`config.mk`:
```
export PLATFORM = sky130hd
export DESIGN_NAME = uart_stick_tx
export DESIGN_NICKNAME = d
export VERILOG_FILES = /design/src/rtl/uart_tx_pkg.sv /design/src/rtl/tx_bit_timer.sv /design/src/rtl/tx_parity.sv /design/src/rtl/tx_frame_seq.sv /design/src/rtl/uart_stick_tx.sv
export SDC_FILE = /design/constraint.sdc
export NUM_CORES = 1
export LEC_CHECK = 0
export ABC_AREA = 0
export BUFFER_PORTS_ARGS = -buffer_cell sky130_fd_sc_hd__buf_4
export CAP_MARGIN = 25
export CORE_UTILIZATION = 55
export CTS_BUF_LIST = sky130_fd_sc_hd__clkbuf_8
export CTS_CLUSTER_DIAMETER = 80
export DETAILED_ROUTE_END_ITERATION = 7
export GPL_ROUTABILITY_DRIVEN = 0
export PLACE_DENSITY = 0.77
export SLEW_MARGIN = 20
export SYNTH_ARGS = -nofsm -noshare
export SYNTH_HDL_FRONTEND = slang
export SYNTH_SLANG_ARGS = --single-unit
```
`constraint.sdc`:
```
create_clock -name clk_i -period 5.27 [get_ports clk_i]
set_clock_uncertainty 0.1 [all_clocks]
set_input_delay 0.2635 -clock clk_i [delete_from_list [all_inputs] [get_ports clk_i]]
set_output_delay 0.2635 -clock clk_i [all_outputs]
set_load 0.02 [all_outputs]
```
`src/rtl/uart_tx_pkg.sv`:
```
package uart_tx_pkg;

  typedef enum logic [2:0] {
    PAR_NONE,
    PAR_ODD,
    PAR_EVEN,
    PAR_MARK,
    PAR_SPACE
  } par_mode_e;

  typedef enum logic [2:0] {
    ST_IDLE,
    ST_START,
    ST_DATA,
    ST_PAR,
    ST_STOP
  } tx_state_e;

  function automatic par_mode_e par_decode(logic en, logic stick, logic typ);
    if (!en)        return PAR_NONE;
    else if (stick) return typ ? PAR_SPACE : PAR_MARK;
    else            return typ ? PAR_EVEN : PAR_ODD;
  endfunction

endpackage

```
`src/rtl/tx_bit_timer.sv`:
```
module tx_bit_timer #(
  parameter int OVS_TICKS = 16
) (
  input  logic clk_i,
  input  logic rst_ni,
  input  logic en_i,
  input  logic clr_i,
  input  logic tick_i,
  output logic bit_end_o
);
  localparam int CW = (OVS_TICKS > 2) ? $clog2(OVS_TICKS) : 1;
  localparam logic [CW-1:0] LAST = CW'(OVS_TICKS - 1);

  logic [CW-1:0] cnt_q;

  assign bit_end_o = en_i && tick_i && (cnt_q == LAST);

  always_ff @(posedge clk_i or negedge rst_ni) begin
    if (!rst_ni)               cnt_q <= '0;
    else if (clr_i)            cnt_q <= '0;
    else if (en_i && tick_i)   cnt_q <= (cnt_q == LAST) ? '0 : cnt_q + 1'b1;
  end
endmodule

```
`src/rtl/tx_parity.sv`:
```
module tx_parity
  import uart_tx_pkg::*;
#(
  parameter int DATA_W = 8,
  parameter int CNT_W  = $clog2(DATA_W + 1)
) (
  input  logic [DATA_W-1:0] data_i,
  input  logic [CNT_W-1:0]  nbits_i,
  input  par_mode_e         mode_i,
  output logic              par_o
);
  logic [DATA_W-1:0] mask;

  for (genvar g = 0; g < DATA_W; g++) begin : g_mask
    assign mask[g] = (CNT_W'(g) < nbits_i);
  end

  logic xr;
  assign xr = ^(data_i & mask);

  always_comb begin
    unique case (mode_i)
      PAR_ODD:   par_o = ~xr;
      PAR_EVEN:  par_o = xr;
      PAR_MARK:  par_o = 1'b1;
      PAR_SPACE: par_o = 1'b0;
      default:   par_o = 1'b1;
    endcase
  end
endmodule

```
`src/rtl/tx_frame_seq.sv`:
```
module tx_frame_seq
  import uart_tx_pkg::*;
#(
  parameter int DATA_W = 8,
  parameter int CNT_W  = $clog2(DATA_W + 1)
) (
  input  logic              clk_i,
  input  logic              rst_ni,
  input  logic              load_i,
  input  logic [DATA_W-1:0] data_i,
  input  logic [CNT_W-1:0]  nbits_i,
  input  logic              two_stop_i,
  input  logic              par_en_i,
  input  logic              par_bit_i,
  input  logic              bit_end_i,
  output logic              line_o,
  output logic              busy_o
);
  tx_state_e         state_q;
  logic [DATA_W-1:0] shreg_q;
  logic [CNT_W-1:0]  idx_q, nbits_q;
  logic              two_q, pen_q, pbit_q;

  assign busy_o = (state_q != ST_IDLE);

  always_comb begin
    unique case (state_q)
      ST_START: line_o = 1'b0;
      ST_DATA:  line_o = shreg_q[0];
      ST_PAR:   line_o = pbit_q;
      default:  line_o = 1'b1;
    endcase
  end

  always_ff @(posedge clk_i or negedge rst_ni) begin
    if (!rst_ni) begin
      state_q <= ST_IDLE;
      shreg_q <= '0;
      idx_q   <= '0;
      nbits_q <= '0;
      two_q   <= 1'b0;
      pen_q   <= 1'b0;
      pbit_q  <= 1'b1;
    end else begin
      unique case (state_q)
        ST_IDLE: if (load_i) begin
          shreg_q <= data_i;
          nbits_q <= nbits_i;
          two_q   <= two_stop_i;
          pen_q   <= par_en_i;
          pbit_q  <= par_bit_i;
          idx_q   <= '0;
          state_q <= ST_START;
        end
        ST_START: if (bit_end_i) state_q <= ST_DATA;
        ST_DATA: if (bit_end_i) begin
          shreg_q <= shreg_q >> 1;
          if (idx_q == nbits_q - 1'b1) begin
            idx_q   <= '0;
            state_q <= pen_q ? ST_PAR : ST_STOP;
          end else begin
            idx_q <= idx_q + 1'b1;
          end
        end
        ST_PAR: if (bit_end_i) state_q <= ST_STOP;
        ST_STOP: if (bit_end_i) begin
          if (idx_q == CNT_W'(two_q)) state_q <= ST_IDLE;
          else                        idx_q   <= idx_q + 1'b1;
        end
        default: state_q <= ST_IDLE;
      endcase
    end
  end
endmodule

```
`src/rtl/uart_stick_tx.sv`:
```
module uart_stick_tx
  import uart_tx_pkg::*;
#(
  parameter int DATA_W    = 8,
  parameter int MIN_BITS  = 5,
  parameter int OVS_TICKS = 16,
  parameter int WLEN_W    = (DATA_W - MIN_BITS > 0) ? $clog2(DATA_W - MIN_BITS + 1) : 1
) (
  input  logic              clk_i,
  input  logic              rst_ni,
  input  logic [DATA_W-1:0] data_i,
  input  logic              valid_i,
  output logic              ready_o,
  input  logic              baud_tick_i,
  input  logic [WLEN_W-1:0] word_len_i,
  input  logic              two_stop_i,
  input  logic              par_en_i,
  input  logic              par_type_i,
  input  logic              par_stick_i,
  input  logic              break_i,
  output logic              tx_o,
  output logic              busy_o
);
  localparam int CNT_W = $clog2(DATA_W + 1);

  logic             load, bit_end, line, busy;
  logic [CNT_W-1:0] nbits;
  logic             par_bit;
  par_mode_e        pmode;

  assign nbits   = CNT_W'(MIN_BITS) + CNT_W'(word_len_i);
  assign pmode   = par_decode(par_en_i, par_stick_i, par_type_i);
  assign ready_o = ~busy;
  assign busy_o  = busy;
  assign load    = valid_i & ~busy;
  // break overrides the line, sequencer keeps running
  assign tx_o    = line & ~break_i;

  tx_parity #(.DATA_W(DATA_W), .CNT_W(CNT_W)) u_par (
    .data_i (data_i),
    .nbits_i(nbits),
    .mode_i (pmode),
    .par_o  (par_bit)
  );

  tx_bit_timer #(.OVS_TICKS(OVS_TICKS)) u_tmr (
    .clk_i    (clk_i),
    .rst_ni   (rst_ni),
    .en_i     (busy),
    .clr_i    (load),
    .tick_i   (baud_tick_i),
    .bit_end_o(bit_end)
  );

  tx_frame_seq #(.DATA_W(DATA_W), .CNT_W(CNT_W)) u_seq (
    .clk_i     (clk_i),
    .rst_ni    (rst_ni),
    .load_i    (load),
    .data_i    (data_i),
    .nbits_i   (nbits),
    .two_stop_i(two_stop_i),
    .par_en_i  (par_en_i),
    .par_bit_i (par_bit),
    .bit_end_i (bit_end),
    .line_o    (line),
    .busy_o    (busy)
  );
endmodule

```
==> metrics.md <==
| Metric | Value |
|---|---|
| Outcome | finished, final reports clean |
| Met3 WL | ~93 µm |
| Final Hold Viols | 0 |
| Net count after synthesis | 207 |
| Via Count | 1,333 |
| RSZ-0062 raised after global routing | no |
| DP Worst Slack | 2.93 ns |
| GRT Util Overall | 0.230 |
| Clock Power Share | 0.314 |
| DRT iter0 DRCs | 36 |
| Final min period | 2.22 ns |
| Crit share post-route | 0.421 |
| Synth Cell Area | about 1600 µm² |
| Total CTS buffers | 3 |
| Starting density of the core | 0.591 |
| Post-route ant nets | 0 |
| Syn Area/Cell | between 9 and 10 µm² |
| Drt total wl | 3320 µm |
| CP startpoint kind | flop |
| Worst relative slew slack | 0.511 |
| IO buf count | 21 |
| Finished Cell Area | ~1900 µm² |
| Metal-1 WL | roughly 1500 µm |
| Worst hold path type | primary input to flop |
| Worst-margin pin slew | 0.727 ns |
| Number of global-route vias before repair | ~1,300 |
| CP endpoint | u_seq.shreg_q[7]$_DFFE_PN0P_ |
| Clock Tree Buf Depth | 2 |
| Die Area | 3210 µm² |
| Layout Nets | 227 |
| Req. time, crit path | 5.31 ns |
| Async S/R FF share, synth | 1.00 |
| Post-route DRC | 0 |
| Cells after Synth | 181 |
| Pin count of the biggest net entering global routing | 27 |
| CTS tree | done |
| Fmax | 0.450 GHz |
| Io pins | 22 |
| HP Start | two_stop_i |
| Clock Tree Root | clkbuf_8 |
| Pint | around 0.38 mW |
| DRT Pass-1 Iters | 4 |
| Final Slew Violations | 0 |
| Wirelength per Cell | about 14 µm |
| Crit Reg-Reg Startpoint | u_seq.state_q[1]$_DFFE_PN0P_ |
| Met2 WL | 1690 µm |
| Ys flop type | dfrtp_1 |
| Post-synth cell types | 45 |
| Post_cts resized | 0 |
| Clk_lat worst skew | about 0.28 ns |
| Clock transition at path regs | 0.09 ns |
| GRT overflow | 0 |
| Worst Hold Path Cells | 3 |
| Via-per-instance ratio | about 5.8 |
| Critical path arrival | 2.26 ns |
| Switch share | 0.291 |
| Flops & latches, synth | 26 |
| Power per cell area | 284 nW/µm² |
| Area after DPL | roughly 1800 µm² |
| First-pass GRT wire length | 5690 µm |
| Net switching power | approximately 0.16 mW |
| Most common cell after layout, fill and taps aside | dfrtp_1 |
| Die Width | 56.7 µm |
| Rows | 19 |
| Max FO, Critical Path | 15 |
| Setup ws final | 3.05 ns |
| Yosys warns | 0 |
| R2r worst-path depth | 5 |
| Worst R2R Setup Slack | 3.05 ns |
| Peak VDD IR | 0.000257 V |
| Share of cells above drive strength 1 | 0.180 |
| Die span in y | around 57 µm |
| Critical path type | flop to flop |
| CP Launch Point | u_seq.state_q[1]$_DFFE_PN0P_ |
| Register area share after synthesis | 0.397 |
| Setup violations, final | 0 |
| Comb power frac | 0.231 |
| Most frequent cells in the layout | 25 x dfrtp_1, 24 x nand2_1, 21 x buf_4, 16 x o21ai_0, 14 x nor2_1 |
| H-Tree Depth | 1 |
| Initial antenna violation count | 0 |
| Number of flops mapped to enable cells by yosys | 0 |
| Lkg Pwr | approximately 0.91 nW |
| Top Layer Used | met4 |
| Setup TNS | 0 ns |
| R2R Path End | u_seq.shreg_q[7]$_DFFE_PN0P_ |
| Seq pwr share | 0.456 |
| Clock sink count | 26 |
| Area Growth Syn to Fin | 15.2% |
| Core box area | 2780 µm² |
| MaxCap Viol Count | 0 |
| Diode count | 0 |
| Critical path endpoint category | flop |
| Hpwl dp | around 2500 µm |
## per-layer routing
| metal | track usage | vias to the layer above |
|---|---|---|
| met1 | 0.301 | 635 |
| met5 | 0 | - |
| met4 | 0.0732 | 0 |
| met3 | 0.0438 | 7 |
| met2 | 0.385 | 20 |
| li1 | - | 671 |
## sequential cells by signal, summed over array words and instances, names as in the netlist
signal / cells
u_seq.idx_q: 4
u_seq.pen_q: 1
u_seq.shreg_q: 8
u_seq.two_q: 1
u_tmr.cnt_q: 4
u_seq.nbits_q: 4
u_seq.state_q: 3
u_seq.pbit_q: 1
## metrics by stage
step	util	std cells	total power [mW]	hold slack, ns
finish	0.681	231	0.538	0.0781
global route	0.681	231	0.564	0.103
CTS	0.677	231	0.539	0.0872
detailed placement	0.648	226	0.372	0.0893
global placement	0.648	226	0.365	0.0870
floorplan	-	181	0.333	-0.132
## synth_stat cells, types with 3 or more instances
cell type / instances / area [µm²]
dfrtp_1: 25 / 626
nand2_1: 24 / 90.1
o21ai_0: 16 / 80.1
nor2_1: 14 / 52.6
a21oi_1: 12 / 60.1
xnor2_1: 12 / 105
mux2i_1: 9 / 90.1
inv_1: 8 / 30.0
ha_1: 7 / 87.6
nand3_1: 5 / 25.0
nor2b_1: 4 / 25.0
clkbuf_1: 3 / 11.3
nand2b_1: 3 / 18.8
nor3_1: 3 / 15.0
## kinds of logic (layout without fill, tap and decap cells)
kind of cell             count (synthesis)  in the layout  share of synthesized area
AND/OR/NAND/NOR                         64             64                      0.191
AO/OA/AOI/OAI                           47             47                      0.190
flip-flops                              26             26                      0.397
buffers and inverters                   15             34                     0.0442
XOR/XNOR                                13             13                     0.0693
multiplexers                             9              9                     0.0548
adder cells (fa/ha/maj)                  7              7                     0.0533
## worst max-delay path: stages, from the launching register on
cell	delay, ns
dfrtp_1	0.62
nand2b_1	0.18
nor2_2	0.52
nand2_1	0.10
nand2_1	0.39
o21ai_0	0.17
## power by group through the flow
stage / clock network (mW) / registers [mW] / logic, mW
floorplan: 0 / 0.239 / 0.0939
detailed placement: 0 / 0.249 / 0.123
CTS: 0.170 / 0.245 / 0.125
finish: 0.169 / 0.245 / 0.124
global placement: 0 / 0.247 / 0.118
global route: 0.175 / 0.249 / 0.141
## timing repair
action | CTS | global route
hold buffers | 1 | 0
hold endpoints to repair | 25 | 0
buffers inserted | 0 | 0
## final cells by class
class / count / area (µm²)
timing repair buffer: 22 / 168
fill: 241 / 888
multi-input combinational: 140 / 933
tap: 31 / 38.8
clock inverter: 1 / 30.0
sequential: 26 / 652
clock buffer: 3 / 41.3
inverter: 8 / 30.0
## worst min path at each step
stage,to
2_1_floorplan,u_seq.idx_q[0]$_DFFE_PN0P_
3_3_place_gp,u_seq.idx_q[0]$_DFFE_PN0P_
3_5_place_dp,u_seq.idx_q[1]$_DFFE_PN0P_
4_1_cts,u_seq.two_q$_DFFE_PN0P_
5_1_grt,u_seq.two_q$_DFFE_PN0P_
6_report,u_seq.two_q$_DFFE_PN0P_
Note: power is estimated with default switching activity, not from simulation.
